<file path="config.mk">
export PLATFORM = sky130hd
export DESIGN_NAME = sermem_cmd_front
export DESIGN_NICKNAME = d
export VERILOG_FILES = /design/src/rtl/smf_pkg.sv /design/src/rtl/smf_sync.sv /design/src/rtl/smf_array_model.sv /design/src/rtl/smf_seq.sv /design/src/rtl/sermem_cmd_front.sv
export SDC_FILE = /design/constraint.sdc
export NUM_CORES = 1
export LEC_CHECK = 0
export CELL_PAD_IN_SITES_DETAIL_PLACEMENT = 1
export CELL_PAD_IN_SITES_GLOBAL_PLACEMENT = 1
export CORE_MARGIN = 3
export CORE_UTILIZATION = 48
export DETAILED_ROUTE_END_ITERATION = 8
export GPL_TIMING_DRIVEN = 0
export HOLD_SLACK_MARGIN = 0.12
export PLACE_DENSITY_LB_ADDON = 0.1
export REMOVE_ABC_BUFFERS = 1
export SLEW_MARGIN = 20
export SYNTH_ARGS = -nofsm -noshare
export SYNTH_HDL_FRONTEND = slang
export SYNTH_SLANG_ARGS = --single-unit
</file>
<file path="constraint.sdc">
create_clock -name clk_i -period 3.8 [get_ports clk_i]
set_input_delay 0.57 -clock clk_i [delete_from_list [all_inputs] [get_ports clk_i]]
set_output_delay 0.57 -clock clk_i [all_outputs]
set_load 0.005 [all_outputs]
</file>
<file path="src/rtl/smf_pkg.sv">
`timescale 1ns/1ps
package smf_pkg;
  localparam logic [7:0] OP_WREN  = 8'h06;
  localparam logic [7:0] OP_WRDI  = 8'h04;
  localparam logic [7:0] OP_RDSR  = 8'h05;
  localparam logic [7:0] OP_WRSR  = 8'h01;
  localparam logic [7:0] OP_READ  = 8'h03;
  localparam logic [7:0] OP_WRITE = 8'h02;

  typedef enum logic [3:0] {
    S_IDLE,
    S_OPC,
    S_ADDR,
    S_RD,
    S_WR,
    S_RDSR,
    S_WRSR,
    S_SRDONE,
    S_SKIP
  } seq_state_e;
endpackage

</file>
<file path="src/rtl/smf_sync.sv">
`timescale 1ns/1ps
module smf_sync #(
  parameter int            W       = 4,
  parameter int            STAGES  = 2,
  parameter logic [W-1:0]  RST_VAL = '0
) (
  input  logic         clk_i,
  input  logic         rst_ni,
  input  logic [W-1:0] d_i,
  output logic [W-1:0] q_o
);
  logic [W-1:0] stg [STAGES];

  for (genvar g = 0; g < STAGES; g++) begin : g_stage
    if (g == 0) begin : g_first
      always_ff @(posedge clk_i or negedge rst_ni) begin
        if (!rst_ni) stg[g] <= RST_VAL;
        else         stg[g] <= d_i;
      end
    end else begin : g_next
      always_ff @(posedge clk_i or negedge rst_ni) begin
        if (!rst_ni) stg[g] <= RST_VAL;
        else         stg[g] <= stg[g-1];
      end
    end
  end

  assign q_o = stg[STAGES-1];
endmodule

</file>
<file path="src/rtl/smf_array_model.sv">
`timescale 1ns/1ps
module smf_array_model #(
  parameter int         ADDR_W = 15,
  parameter logic [7:0] SEED   = 8'h5A
) (
  input  logic [ADDR_W-1:0] addr_i,
  output logic [7:0]        data_o
);
  // Computed pattern stands in for the stored array
  assign data_o = addr_i[7:0] ^ 8'(addr_i[ADDR_W-1:8]) ^ SEED;
endmodule

</file>
<file path="src/rtl/smf_seq.sv">
`timescale 1ns/1ps
module smf_seq
  import smf_pkg::*;
#(
  parameter int ADDR_W = 15,
  parameter int PAGE_W = 6
) (
  input  logic              clk_i,
  input  logic              rst_ni,
  input  logic              cs_s_i,
  input  logic              cs_fall_i,
  input  logic              cs_rise_i,
  input  logic              sck_rise_i,
  input  logic              sck_fall_i,
  input  logic              si_i,
  input  logic              held_i,
  input  logic [7:0]        status_i,
  input  logic [7:0]        rd_data_i,
  output logic [ADDR_W-1:0] rd_addr_o,
  output logic              so_o,
  output logic              so_oe_o,
  output logic              wel_set_o,
  output logic              wel_clr_o,
  output logic              wr_byte_vld_o,
  output logic [ADDR_W-1:0] wr_addr_o,
  output logic [7:0]        wr_data_o,
  output logic              wr_commit_o,
  output logic              sr_byte_vld_o,
  output logic [7:0]        sr_data_o,
  output logic              sr_commit_o
);
  localparam int FRAME_W = 16;
  localparam int CNT_W   = $clog2(FRAME_W);
  localparam logic [CNT_W-1:0] LAST_BIT  = CNT_W'(7);
  localparam logic [CNT_W-1:0] LAST_ADDR = CNT_W'(FRAME_W-1);

  seq_state_e        st;
  logic [CNT_W-1:0]  cnt;
  logic [ADDR_W-1:0] sh;
  logic [ADDR_W-1:0] sh_nx;
  logic [ADDR_W-1:0] addr;
  logic              is_rd;
  logic              wr_any;
  logic [7:0]        obyte;
  logic [7:0]        src;
  logic              so_q;
  logic              adv_r;
  logic              adv_f;

  assign sh_nx = {sh[ADDR_W-2:0], si_i};
  assign adv_r = sck_rise_i & ~held_i & (st != S_IDLE);
  assign adv_f = sck_fall_i & ~held_i & (st != S_IDLE);
  assign src   = (st == S_RD) ? rd_data_i : status_i;

  always_ff @(posedge clk_i or negedge rst_ni) begin
    if (!rst_ni) begin
      st            <= S_IDLE;
      cnt           <= '0;
      sh            <= '0;
      addr          <= '0;
      is_rd         <= 1'b0;
      wr_any        <= 1'b0;
      obyte         <= '0;
      so_q          <= 1'b0;
      wel_set_o     <= 1'b0;
      wel_clr_o     <= 1'b0;
      wr_byte_vld_o <= 1'b0;
      wr_addr_o     <= '0;
      wr_data_o     <= '0;
      wr_commit_o   <= 1'b0;
      sr_byte_vld_o <= 1'b0;
      sr_data_o     <= '0;
      sr_commit_o   <= 1'b0;
    end else begin
      wel_set_o     <= 1'b0;
      wel_clr_o     <= 1'b0;
      wr_byte_vld_o <= 1'b0;
      wr_commit_o   <= 1'b0;
      sr_byte_vld_o <= 1'b0;
      sr_commit_o   <= 1'b0;
      if (cs_rise_i) begin
        // Commit only on an exact byte boundary
        wr_commit_o <= (st == S_WR) && (cnt == '0) && wr_any;
        sr_commit_o <= (st == S_SRDONE);
        st          <= S_IDLE;
      end else if (cs_fall_i) begin
        st     <= S_OPC;
        cnt    <= '0;
        wr_any <= 1'b0;
      end else if (adv_r) begin
        sh  <= sh_nx;
        cnt <= cnt + CNT_W'(1);
        unique case (st)
          S_OPC: begin
            if (cnt == LAST_BIT) begin
              cnt <= '0;
              unique case (sh_nx[7:0])
                OP_WREN:  begin wel_set_o <= 1'b1; st <= S_SKIP; end
                OP_WRDI:  begin wel_clr_o <= 1'b1; st <= S_SKIP; end
                OP_RDSR:  st <= S_RDSR;
                OP_WRSR:  st <= S_WRSR;
                OP_READ:  begin is_rd <= 1'b1; st <= S_ADDR; end
                OP_WRITE: begin is_rd <= 1'b0; st <= S_ADDR; end
                default:  st <= S_SKIP;
              endcase
            end
          end
          S_ADDR: begin
            if (cnt == LAST_ADDR) begin
              cnt  <= '0;
              addr <= sh_nx;
              st   <= is_rd ? S_RD : S_WR;
            end
          end
          S_RD: begin
            if (cnt == LAST_BIT) begin
              cnt  <= '0;
              addr <= addr + ADDR_W'(1);
            end
          end
          S_RDSR: begin
            if (cnt == LAST_BIT) cnt <= '0;
          end
          S_WR: begin
            if (cnt == LAST_BIT) begin
              cnt           <= '0;
              wr_byte_vld_o <= 1'b1;
              wr_addr_o     <= addr;
              wr_data_o     <= sh_nx[7:0];
              addr          <= {addr[ADDR_W-1:PAGE_W], addr[PAGE_W-1:0] + PAGE_W'(1)};
              wr_any        <= 1'b1;
            end
          end
          S_WRSR: begin
            if (cnt == LAST_BIT) begin
              sr_byte_vld_o <= 1'b1;
              sr_data_o     <= sh_nx[7:0];
              st            <= S_SRDONE;
            end
          end
          S_SRDONE: st <= S_SKIP;
          default: ;
        endcase
      end else if (adv_f) begin
        if (st == S_RD || st == S_RDSR) begin
          if (cnt == '0) begin
            obyte <= src;
            so_q  <= src[7];
          end else begin
            so_q  <= obyte[~cnt[2:0]];
          end
        end
      end
    end
  end

  assign rd_addr_o = addr;
  assign so_o      = so_q;
  assign so_oe_o   = (st != S_IDLE) & ~cs_s_i & ~held_i;
endmodule

</file>
<file path="src/rtl/sermem_cmd_front.sv">
`timescale 1ns/1ps
module sermem_cmd_front #(
  parameter int         ADDR_W      = 15,
  parameter int         PAGE_W      = 6,
  parameter int         SYNC_STAGES = 2,
  parameter logic [7:0] MODEL_SEED  = 8'h5A
) (
  input  logic              clk_i,
  input  logic              rst_ni,
  input  logic              sck_i,
  input  logic              cs_ni,
  input  logic              si_i,
  input  logic              hold_ni,
  input  logic [7:0]        status_i,
  output logic              so_o,
  output logic              so_oe_o,
  output logic              wel_set_o,
  output logic              wel_clr_o,
  output logic              wr_byte_vld_o,
  output logic [ADDR_W-1:0] wr_addr_o,
  output logic [7:0]        wr_data_o,
  output logic              wr_commit_o,
  output logic              sr_byte_vld_o,
  output logic [7:0]        sr_data_o,
  output logic              sr_commit_o
);
  localparam int NSYNC = 4;

  logic [NSYNC-1:0]  raw;
  logic [NSYNC-1:0]  syn;
  logic              sck_s, cs_s, si_s, held;
  logic              sck_q, cs_q;
  logic              sck_rise, sck_fall, cs_rise, cs_fall;
  logic [ADDR_W-1:0] rd_addr;
  logic [7:0]        rd_data;

  assign raw = {hold_ni, si_i, cs_ni, sck_i};

  // cs resets low so a real high-then-low is needed after reset
  smf_sync #(.W(NSYNC), .STAGES(SYNC_STAGES), .RST_VAL(4'b1000)) u_sync (
    .clk_i (clk_i),
    .rst_ni(rst_ni),
    .d_i   (raw),
    .q_o   (syn)
  );

  assign sck_s = syn[0];
  assign cs_s  = syn[1];
  assign si_s  = syn[2];
  assign held  = ~syn[3];

  always_ff @(posedge clk_i or negedge rst_ni) begin
    if (!rst_ni) begin
      sck_q <= 1'b0;
      cs_q  <= 1'b0;
    end else begin
      sck_q <= sck_s;
      cs_q  <= cs_s;
    end
  end

  assign sck_rise = sck_s & ~sck_q;
  assign sck_fall = ~sck_s & sck_q;
  assign cs_rise  = cs_s & ~cs_q;
  assign cs_fall  = ~cs_s & cs_q;

  smf_array_model #(.ADDR_W(ADDR_W), .SEED(MODEL_SEED)) u_array (
    .addr_i(rd_addr),
    .data_o(rd_data)
  );

  smf_seq #(.ADDR_W(ADDR_W), .PAGE_W(PAGE_W)) u_seq (
    .clk_i        (clk_i),
    .rst_ni       (rst_ni),
    .cs_s_i       (cs_s),
    .cs_fall_i    (cs_fall),
    .cs_rise_i    (cs_rise),
    .sck_rise_i   (sck_rise),
    .sck_fall_i   (sck_fall),
    .si_i         (si_s),
    .held_i       (held),
    .status_i     (status_i),
    .rd_data_i    (rd_data),
    .rd_addr_o    (rd_addr),
    .so_o         (so_o),
    .so_oe_o      (so_oe_o),
    .wel_set_o    (wel_set_o),
    .wel_clr_o    (wel_clr_o),
    .wr_byte_vld_o(wr_byte_vld_o),
    .wr_addr_o    (wr_addr_o),
    .wr_data_o    (wr_data_o),
    .wr_commit_o  (wr_commit_o),
    .sr_byte_vld_o(sr_byte_vld_o),
    .sr_data_o    (sr_data_o),
    .sr_commit_o  (sr_commit_o)
  );
endmodule

</file>
Word-level counts from Yosys, hierarchy flattened --
Index checks and enable logic that the tools add are counted.
Storage, ports and cells: bits in registers 95, input bits 14, output and inout bits 39, logic and storage cells 144
Operators by class: add/subtract/negate cells 3, order comparisons 1, eq/ne operators 21, multiplexer cells 50, bitwise logic cells 21, reductions and logical operators 26
Operators with widths (count):
- one-hot mux 15 bit (3 select lines) | 1
- two-way mux 4 bit | 10
- two-way mux 15 bit | 2
- two-way mux 1 bit | 29
- == test 8 x 3 -> 1 bit (second input constant) | 3
- == test 4 x 3 -> 1 bit (second input constant) | 5
- AND reduction 5 bit | 4
- == test 8 x 2 -> 1 bit (second input constant) | 2
- one-hot mux 4 bit (4 select lines) | 1
- adder 15 x 1 -> 15 bit (second input constant) | 1
- AND reduction 7 bit | 2
- inequality test 4 x 3 -> 1 bit (second input constant) | 3
- one-hot mux 4 bit (3 select lines) | 1
- AND reduction 6 bit | 2
- AND 1 bit | 10
- nonzero test 2 bit | 5
- == test 4 x 2 -> 1 bit (second input constant) | 2
- == test 8 x 1 -> 1 bit (second input constant) | 1
- two-way mux 8 bit | 1
- NOT 1 bit | 8
- one-hot mux 4 bit (2 select lines) | 1
- bitwise XOR 8 x 7 -> 8 bit | 1
- adder 6 x 1 -> 6 bit (second input constant) | 1
- two-way mux 6 bit | 1
- 22 further kinds | 25

Depth between registers and ports, before layout --
Gate-level depths: netlist of run 1.
depth after elaboration 8, mapped depth 10

Modules after synthesis --
From an unflattened synthesis of run 1, not the netlist that was laid out.
Unflattened totals: cells, all modules 417, area, all modules 4529.3 um^2
Modules (own cells, without submodules):
- smf_seq | times used 1, cells an instance 390, area an instance 4139.0 um^2, sequential area each 2127.0 um^2
- smf_sync | times used 1, cells an instance 12, area an instance 232.7 um^2, sequential area each 202.7 um^2
- sermem_cmd_front | times used 1, cells an instance 7, area an instance 88.8 um^2, sequential area each 50.0 um^2
- smf_array_model | times used 1, cells an instance 8, area an instance 68.8 um^2, sequential area each 0.0 um^2

Worst setup path before layout of run 1 --
OpenSTA, ideal clock, no wires.
kind register to register, start register u_seq.cnt[0], end register u_seq.wr_addr_o[10], library setup time 127 ps, arrival 1809 ps, required time 3673 ps, slack 1863 ps, stages on the path, launching flop included 8, buffers on the path 1, period minus slack after synthesis 1937 ps, cell sequence dfrtp_1 ha_1 nand3b_1 nor3b_1 and2_1 nand2_2 buf_6 mux2_1
On the way: word-level cells in the longest chain between the ends 2
Ends and longest elaborated chain:
- start, declared | line smf_seq.sv:38 | logic [CNT_W-1:0] cnt;
- start signal, assigned | line smf_seq.sv:92 | cnt <= cnt + CNT_W'(1);
- == test 4 x 3 -> 1 bit | line smf_seq.sv:125 | if (cnt == LAST_BIT) begin
- AND reduction 5 bit (no line)
- end signal, assigned | line smf_seq.sv:128 | wr_addr_o <= addr;
- end, declared | line smf_seq.sv:25 | output logic [ADDR_W-1:0] wr_addr_o,
Every way passes these cells. A chain may end at the register's enable or synchronous reset.

Final worst setup path of run 1 --
start register u_seq.st[0], end output so_oe_o
On the way: word-level cells in the longest chain between the ends 3
Ends and longest elaborated chain:
- start, declared | line smf_seq.sv:37 | seq_state_e st;
- start signal, assigned | line smf_seq.sv:112 | st <= is_rd ? S_RD : S_WR;
- nonzero test 4 bit | line smf_seq.sv:159 | assign so_oe_o = (st != S_IDLE) & ~cs_s_i & ~held_i;
- AND 1 bit (2 in a row) | line smf_seq.sv:159
- end, declared | line sermem_cmd_front.sv:16 | output logic so_oe_o,
Every way passes these cells.

==> results of run 1 <==
## sequential cells by signal (all words and copies together) (netlist names), 4 cells and up
register,flops
u_seq.cnt,4
u_seq.obyte,8
u_seq.rd_addr_o,15
u_seq.sr_data_o,8
u_seq.sh,14
u_sync.q_o,4
u_sync.stg,4
u_seq.wr_addr_o,15
u_seq.wr_data_o,8
u_seq.st,4
## placed cells by master (no fill, tap or decap), types with 3 or more instances in the layout
master	n
mux2_2	24
mux2i_1	6
o31a_1	3
nor2_1	34
nand4_1	4
inv_1	15
o21ai_0	29
o21ai_1	15
nor4_1	4
a22oi_1	7
nand2b_1	4
xnor2_1	4
nand3_1	13
clkbuf_8	10
and3_1	6
nor3_1	3
a31oi_1	6
a21oi_1	21
clkdlybuf4s50_1	51
ha_1	5
nand3b_1	4
mux2_1	22
xor2_1	6
nand2_1	33
dfrtp_1	93
## stage by stage
step           instance area, sq um  total power (uW)  hold WS [ps]  utilization
6_report                       5360              2420           114        0.597
5_1_grt                        5360              2560           136        0.597
4_1_cts                        5350              2430           120        0.596
3_5_place_dp                   5160              1760           339        0.575
3_3_place_gp                   5120              1730           334        0.571
2_1_floorplan                  4440              1560           274            -
## Yosys cell counts (2+ instances only)
library cell,n
clkbuf_1,12
a22oi_1,7
inv_1,15
nand4_1,4
mux2_1,22
buf_2,11
or3_1,2
nand3_1,14
o211ai_1,2
nand3b_1,4
o21ai_1,15
mux4_2,2
dfrtp_1,93
mux2_2,24
nand2b_1,4
ha_1,5
a21o_1,2
nor4_1,4
mux2i_1,6
xnor2_1,4
buf_6,2
nand4b_1,2
nor3_1,3
a211o_1,2
o21ai_0,29
a21oi_1,21
dfstp_2,2
nor2_1,35
and3_1,6
nor4_2,2
nor2b_1,2
nand2_1,33
a31oi_1,6
xor2_1,6
o31a_1,3
## layer usage
| layer | vias up | global-route usage | wire [um] | share of wire |
|---|---|---|---|---|
| met5 | - | 0 | 0 | 0 |
| met4 | 0 | 0.0598 | 136 | 0.012 |
| met3 | 13 | 0.0361 | 405 | 0.036 |
| met2 | 67 | 0.351 | 5430 | 0.48 |
| met1 | 1751 | 0.304 | 5260 | 0.47 |
| li1 | 1598 | - | - | - |
## power groups by stage
stage	clock network (uW)	logic, uW	registers (uW)
6_report	677	502	1240
5_1_grt	730	571	1260
3_5_place_dp	0	501	1260
2_1_floorplan	0	359	1200
3_3_place_gp	0	475	1250
4_1_cts	688	507	1240
## worst paths after layout
check	end	slack [ps]	cells after the start
max in group asynchronous	u_sync.q_o[3]	3060	2
max reg2reg	u_seq.wr_data_o[4]	1190	6
min reg2reg	u_sync.q_o[1]	360	0
min	u_seq.sr_commit_o	110	1
max	so_oe_o	1150	4
min in group clk_i	u_sync.q_o[1]	360	0
## kinds of logic (layout without fill, tap and decap cells)
kind of cell,Yosys count,in the layout,synth area share
AO/OA/AOI/OAI,98,98,0.129
XOR/XNOR,10,10,0.0192
adder cells (fa/ha/maj),5,5,0.0137
buffers and inverters,41,83,0.0400
flip-flops,95,95,0.521
multiplexers,55,55,0.140
AND/OR/NAND/NOR,125,125,0.138
## layout make-up
| type | instances | share of cell area |
|---|---|---|
| sequential | 95 | 0.444 |
| multi-input combinational | 293 | 0.378 |
| timing repair buffer | 53 | 0.102 |
| tap | 126 | 0.0294 |
| clock buffer | 10 | 0.0257 |
| clock inverter | 5 | 0.0107 |
| inverter | 15 | 0.0105 |
==> impl_metrics.yaml, run 1 <==
outcome:
  status: "complete, no violations"
placed_design:
  place_ws_ps: 1170
  numPortBuffers: 52
  dp_cells: 582
  place_congestion: 0.820
  dp_hpwl_mm: 7.79
synth:
  ys_seq_area_frac: 0.521
  synth_cell_type_count: 58
  syn_inst: 429
  yosys_warnings: 0
  synthArstFlopShare: 1.00
  netlist_area_sq_mm: 0.00457
  synth_edf_count: 0
  synth_ff_type: "dfrtp_1"
  synth_area_per_cell_sq_um: 10.7
  synth-seq-cells: 95
  yosys.area.top_type: "dfrtp_1"
  synth_top_area_share: 0.509
  synth.area.top_cells: "dfrtp_1 (51%), mux2_2 (5.9%), mux2_1 (5.4%)"
power:
  p_int_uw: 1630
  p_seq_frac: 0.513
  p_clk_frac: 0.279
  total_leakage_power_uw: 0.00241
  swShare: 0.328
  ir_worst_vdd_uv: 221
  p_switching_uw: 795
  cellPowerDensity_mw_per_mm2: 452
  comb_power_share: 0.207
final_layout:
  diodes: 0
  fin_nets: 486
  multiInputGateArea_sq_mm: 0.00202
  area_delta_synth_final_pct: 17.3
  nFillCells: 954
  regArea_sq_mm: 0.00238
  fin_cells: 597
  drive_above_1_share: 0.121
sta:
  setup_violations: 0
  fin_crit_ps: 2650
  rsz0062_at_grt: "no"
  fmax_ghz: 0.377
  hold_viol: 0
  fin_crit_sh: 0.699
  finalClockSkew_ps: 15.2
  worstMarginPinSlew_ps: 854
  drv_slew: 0
  setup_slack_ps: 1150
  slew_headroom: 0.430
  setup_tns_ps: 0
hold_path:
  hold_class: "input pin to async pin"
clocking:
  postCtsSetupBuffers: 0
  clock_latency_ps: 360
  htree_levels: 3
  cts-resized-gates: 0
  clock_path_buffers: 2
  cts_tree: "done"
  root_buffer: "clkbuf_8"
  numClockSinks: 95
  clk_transition_reported_paths_ps: 90
  postCtsHoldBufs: 0
  cts_buffers: 9
setup_path:
  crit_type: "register to primary output"
  arrival_ps: 2080
  critical_path.cell_chain: "nor2_1 > nand2_1 > and3_1 > clkdlybuf4s50_1"
  worst-path-max-fanout: 21
  path_buf_inv: 1
  r2r-start: "u_seq.cnt[0]"
  crit_start: "u_seq.st[0]"
  slowest_stage: "dfrtp_1"
  worstSetupEndpointType: "primary output"
  cpPeakStageDelay_ps: 780
  cp-start-kind: "register"
  path_delay_family: "flip-flops"
  required_ps: 3230
die:
  rows: 34
  dieArea_sq_mm: 0.0107
  coreArea_sq_mm: 0.00898
  die_w_um: 104
  die_height_um: 104
  io_pins: 53
  initial_utilization: 0.509
routing:
  drc: 0
  first_pass_iters: 4
  drtIter0Drc: 108
  vias_per_cell: 5.74
  drt_wl_total_mm: 11.2
  final_antenna_net_count: 0
  num_vias: 3429
  wl_per_cell_um: 18.8
grt:
  grt_pass1_wl_mm: 19.0
  grt-ovfl-total: 0
  grt_pass1_vias: 3646
  antenna_found_initial: 0
  grt_util_all_layers: 0.217
  grt_max_degree: 55
run:
  cap_violations: 0
No activity file was read; power rests on OpenSTA's default activity.
==> inputs of run 2 (changes only) <==
--- a/config.mk
+++ b/config.mk
@@ -8,7 +8,7 @@
 export CELL_PAD_IN_SITES_DETAIL_PLACEMENT = 1
 export CELL_PAD_IN_SITES_GLOBAL_PLACEMENT = 1
 export CORE_MARGIN = 3
-export CORE_UTILIZATION = 48
+export CORE_UTILIZATION = 44
 export DETAILED_ROUTE_END_ITERATION = 8
 export GPL_TIMING_DRIVEN = 0
 export HOLD_SLACK_MARGIN = 0.12
==> constraint.sdc (replaced) <==
create_clock -name clk_i -period 2.57 [get_ports clk_i]
set_input_delay 0.3855 -clock clk_i [delete_from_list [all_inputs] [get_ports clk_i]]
set_output_delay 0.3855 -clock clk_i [all_outputs]
set_load 0.005 [all_outputs]
==> run 2 against run 1 <==
Effect of this change: count of clock-buffer cells in the layout up 2; largest power group unchanged; clock power up 49%; worst setup slack worse by 980 ps; largest cell class unchanged.
==> impl_metrics.yaml, run 2 (same netlist as run 1, synthesis figures left out) <==
outcome:
  status: "complete, no violations"
clocking:
  numClockSinks: 95
  clock_path_buffers: 2
  clk_transition_reported_paths_ps: 90
  clock_latency_ps: 360
  root_buffer: "clkbuf_8"
  htree_levels: 3
  cts_buffers: 9
  cts_tree: "done"
hold_path:
  min_from: "u_sync.stg[6]"
  min_to: "u_sync.q_o[2]"
  hold_depth: 0
  hold_class: "register to register"
power:
  total_leakage_power_uw: 0.00243
  ir_worst_vdd_uv: 279
  cellPowerDensity_mw_per_mm2: 664
final_layout:
  diodes: 0
  drive_above_1_share: 0.134
  fin_cells: 609
  post-route-cell-area_sq_mm: 0.00543
  area_delta_synth_final_pct: 18.8
  fin_nets: 490
  mostFrequentLayoutCell: "dfrtp_1"
  layout_common_cells: "dfrtp_1 (89), clkdlybuf4s50_1 (51), nor2_1 (33), nand2_1 (33), o21ai_0 (29)"
sta:
  worstMarginPinSlew_ps: 858
  slew_headroom: 0.427
  setup_tns_ps: 0
  hold_ws_ps: 359
  fmax_ghz: 0.416
  drv_slew: 0
  rsz0062_at_grt: "no"
  finalClockSkew_ps: 6.09
  fin_crit_sh: 0.936
  setup_violations: 0
  fin_crit_ps: 2400
  hold_viol: 0
setup_path:
  cp-start-kind: "register"
  critical_path.cell_chain: "nor2_2 > nand2_1 > and3_1 > clkdlybuf4s50_1"
  required_ps: 2180
  worstReg2RegEnd: "u_seq.sh[9]"
  cpPeakStageDelay_ps: 570
  ff2ff_setup_slack_ps: 200
  arrival_ps: 2020
  crit_type: "register to primary output"
  r2r_cells: 4
  slowest_stage: "dfrtp_1"
  worstSetupEndpointType: "primary output"
  worst-path-max-fanout: 13
  r2r-start: "u_sync.q_o[1]"
die:
  die_w_um: 108
  initial_utilization: 0.459
  io_pins: 53
  die_height_um: 108
  dieArea_sq_mm: 0.0116
  rows: 36
  coreArea_sq_mm: 0.00995
routing:
  wl_met2_mm: 5.30
  first_pass_iters: 4
  drt_wl_total_mm: 11.2
  drtIter0Drc: 96
  vias_per_cell: 5.64
  route.top_layer_used: "met4"
  wl_met3_um: 295
  num_vias: 3437
  drc: 0
  final_antenna_net_count: 0
  wl_per_cell_um: 18.4
  drt-met1-wl_mm: 5.43
grt:
  grt_max_degree: 55
  grt_util_all_layers: 0.207
  antenna_found_initial: 0
  grt-ovfl-total: 0
  grt_pass1_wl_mm: 18.8
  grt_pass1_vias: 3610
placed_design:
  placed_cell_area_sq_mm: 0.00517
  dp_cells: 589
  dp_hpwl_mm: 7.68
  place_congestion: 0.796
  numPortBuffers: 52
run:
  cap_violations: 0
[run 2: area by class of cell]
type / count / area, sq um
timing repair buffer: 57 / 582
inverter: 15 / 56.3
clock buffer: 12 / 145
fill: 1090 / 4530
clock inverter: 4 / 55.1
sequential: 95 / 2380
multi-input combinational: 293 / 2040
tap: 133 / 166
[run 2: worst max-delay path by stage]
stage	startpoint	to	slack, ps	cells after the start
6_report	u_seq.st[3]	so_oe_o	170	4
5_1_grt	u_seq.cnt[1]	u_seq.wr_addr_o[13]	20	6
4_1_cts	u_seq.st[2]	so_oe_o	40	4
3_5_place_dp	u_seq.cnt[0]	u_seq.wr_addr_o[3]	-40	6
3_3_place_gp	rst_ni	u_seq.wr_addr_o[11]	-2400	1
2_1_floorplan	u_seq.st[2]	u_seq.obyte[7]	360	4
[run 2: routing by layer]
| layer | global-route usage | vias up |
|---|---|---|
| met4 | 0.0703 | 0 |
| li1 | - | 1607 |
| met3 | 0.0354 | 14 |
| met5 | 0 | - |
| met2 | 0.328 | 47 |
| met1 | 0.289 | 1769 |
[run 2: per-stage QoR]
step                power [uW]   util  setup slack, ps
floorplan                 2310      -              360
detailed placement        2610  0.519            -44.1
CTS                       3630  0.542             42.9
finish                    3600  0.545              165
global route              3840  0.545             19.8
global placement          2560  0.515            -2400
[run 2: where the power goes]
group | leakage, uW | internal, uW | switching [uW]
clock network | 0.0000968 | 481 | 524
registers | 0.00125 | 1610 | 234
logic | 0.00109 | 330 | 424
total | 0.00243 | 2420 | 1180
[run 2: timing repair]
action	CTS	global route
hold buffers	1	0
cloned	0	0
hold endpoints to repair	41	0
resized for setup	2	6
setup buffers	0	3
endpoints found under the setup margin	21	38
pin swaps	0	1
[run 2: critical path: cells and delay by family (launching register included)]
| family | cells | cell delay (ps) |
|---|---|---|
| AND/OR/NAND/NOR | 3 | 650 |
| buffers and inverters | 1 | 440 |
| flip-flops | 1 | 570 |
==> inputs of run 3 (changes only) <==
--- a/config.mk
+++ b/config.mk
@@ -12,7 +12,7 @@
 export DETAILED_ROUTE_END_ITERATION = 8
 export GPL_TIMING_DRIVEN = 0
 export HOLD_SLACK_MARGIN = 0.12
-export PLACE_DENSITY_LB_ADDON = 0.1
+export PLACE_DENSITY = 0.9
 export REMOVE_ABC_BUFFERS = 1
 export SLEW_MARGIN = 20
 export SYNTH_ARGS = -nofsm -noshare
==> run 3 against run 2 <==
Effect of this change: sequential power hardly changed; maximum frequency is 1.9% lower; sequential cell count stayed put; cell count is 0.33% lower; power is 0.53% higher; highest routed layer unchanged.
==> impl_metrics.yaml, run 3 (same netlist as run 1, synthesis figures left out) <==
placed_design:
  place_congestion: 0.816
  dp_hpwl_mm: 8.01
  numPortBuffers: 52
  dp_cells: 589
clocking:
  clock_path_buffers: 2
  clk_transition_reported_paths_ps: 80
  root_buffer: "clkbuf_8"
  cts_tree: "done"
  numClockSinks: 95
  clock_latency_ps: 370
  cts_buffers: 9
  htree_levels: 3
final_layout:
  drive_above_1_share: 0.127
  mostFrequentLayoutCell: "dfrtp_1"
  fin_nets: 489
  regArea_sq_mm: 0.00238
  area_delta_synth_final_pct: 18.3
  diodes: 0
  nFillCells: 1085
  layout_common_cells: "dfrtp_1 (92), clkdlybuf4s50_1 (51), nor2_1 (33), nand2_1 (33), o21ai_0 (28)"
  fin_cells: 607
  multiInputGateArea_sq_mm: 0.00203
setup_path:
  worstSetupEndpointType: "primary output"
  worst-path-max-fanout: 19
  arrival_ps: 2070
  worstReg2RegEnd: "u_seq.obyte[7]"
  r2r-start: "u_seq.st[2]"
  cp-start-kind: "register"
  crit_type: "register to primary output"
  required_ps: 2180
  ff2ff_setup_slack_ps: 190
  r2r_cells: 4
power:
  p_int_uw: 2430
  swShare: 0.328
  cellPowerDensity_mw_per_mm2: 670
  p_clk_frac: 0.276
  comb_power_share: 0.214
  total_leakage_power_uw: 0.00244
  power_uw: 3620
  ir_worst_vdd_uv: 335
  p_seq_frac: 0.510
  p_switching_uw: 1190
routing:
  drt_wl_total_mm: 11.7
  first_pass_iters: 4
  final_antenna_net_count: 0
  drtIter0Drc: 195
  num_vias: 3492
  wl_per_cell_um: 19.2
  vias_per_cell: 5.75
  drc: 0
hold_path:
  min_to: "u_sync.q_o[1]"
  hold_depth: 0
  min_from: "u_sync.stg[5]"
  hold_class: "register to register"
die:
  die_height_um: 108
  io_pins: 53
  coreArea_sq_mm: 0.00995
  dieArea_sq_mm: 0.0116
  rows: 36
  die_w_um: 108
  initial_utilization: 0.459
run:
  cap_violations: 0
sta:
  fmax_ghz: 0.408
  rsz0062_at_grt: "no"
  slew_headroom: 0.476
  hold_viol: 0
  finalClockSkew_ps: 9.36
  setup_violations: 0
  setup_tns_ps: 0
  fin_crit_ps: 2450
  worstMarginPinSlew_ps: 786
  fin_crit_sh: 0.954
  drv_slew: 0
grt:
  grt_util_all_layers: 0.214
  grt_max_degree: 52
  grt_pass1_wl_mm: 19.5
  grt_pass1_vias: 3811
  grt-ovfl-total: 0
  antenna_found_initial: 0
outcome:
  status: "complete, no violations"
==> run 3: what timing repair did <==
item | in CTS | in global routing
gates cloned | 0 | 0
pin swaps | 1 | 0
hold endpoints to repair | 44 | 0
endpoints found under the setup margin | 12 | 35
hold buffers | 1 | 0
gates resized for setup | 3 | 3
setup buffers | 0 | 2
==> run 3: routing by layer <==
metal  wire, um  vias up  track usage
li1           -     1603            -
met5          0        -            0
met4        269        0        0.102
met2       5880       83        0.351
met1       5100     1783        0.272
met3        420       23       0.0420
==> run 3: worst max-delay path, stage by stage, from the launching register on <==
cell             delay (ps)
dfrtp_1                 740
nor2_2                  140
nand2_1                 160
and3_1                  170
clkdlybuf4s50_1         490
==> run 3: metrics by stage <==
step / setup WS (ps) / cell area, sq um / hold slack, ps / util
6_report: 117 / 5410 / 354 / 0.543
4_1_cts: 10.5 / 5380 / 357 / 0.541
2_1_floorplan: 360 / 4440 / 89.9 / -
5_1_grt: 21.4 / 5410 / 361 / 0.543
3_3_place_gp: -2300 / 5130 / 333 / 0.515
3_5_place_dp: -308 / 5160 / 338 / 0.519
==> run 3: cell type report <==
cell class | count | area share
Sequential cell | 95 | 0.440
Timing Repair Buffer | 56 | 0.106
Multi-Input combinational cell | 293 | 0.376
Clock inverter | 3 | 0.00787
Inverter | 15 | 0.0104
Clock buffer | 12 | 0.0287
Tap cell | 133 | 0.0308
==> run 3: power by group through the flow <==
stage / clock [uW] / sequential [uW] / combinational, uW
finish: 1000 / 1850 / 776
global route: 1080 / 1880 / 863
CTS: 1020 / 1840 / 768
detailed placement: 0 / 1870 / 748
global placement: 0 / 1840 / 692
floorplan: 0 / 1780 / 531
==> run 3: how the worst max path moves through the flow <==
stage / start / to / slack (ps) / cells past startpoint
global placement: rst_ni / u_sync.stg[6] / -2300 / 1
CTS: u_sync.q_o[1] / u_seq.rd_addr_o[11] / 10 / 6
floorplan: u_seq.st[2] / u_seq.obyte[7] / 360 / 4
global route: u_seq.st[2] / so_oe_o / 20 / 4
finish: u_seq.st[2] / so_oe_o / 120 / 4
detailed placement: u_seq.st[2] / u_seq.obyte[7] / -310 / 4
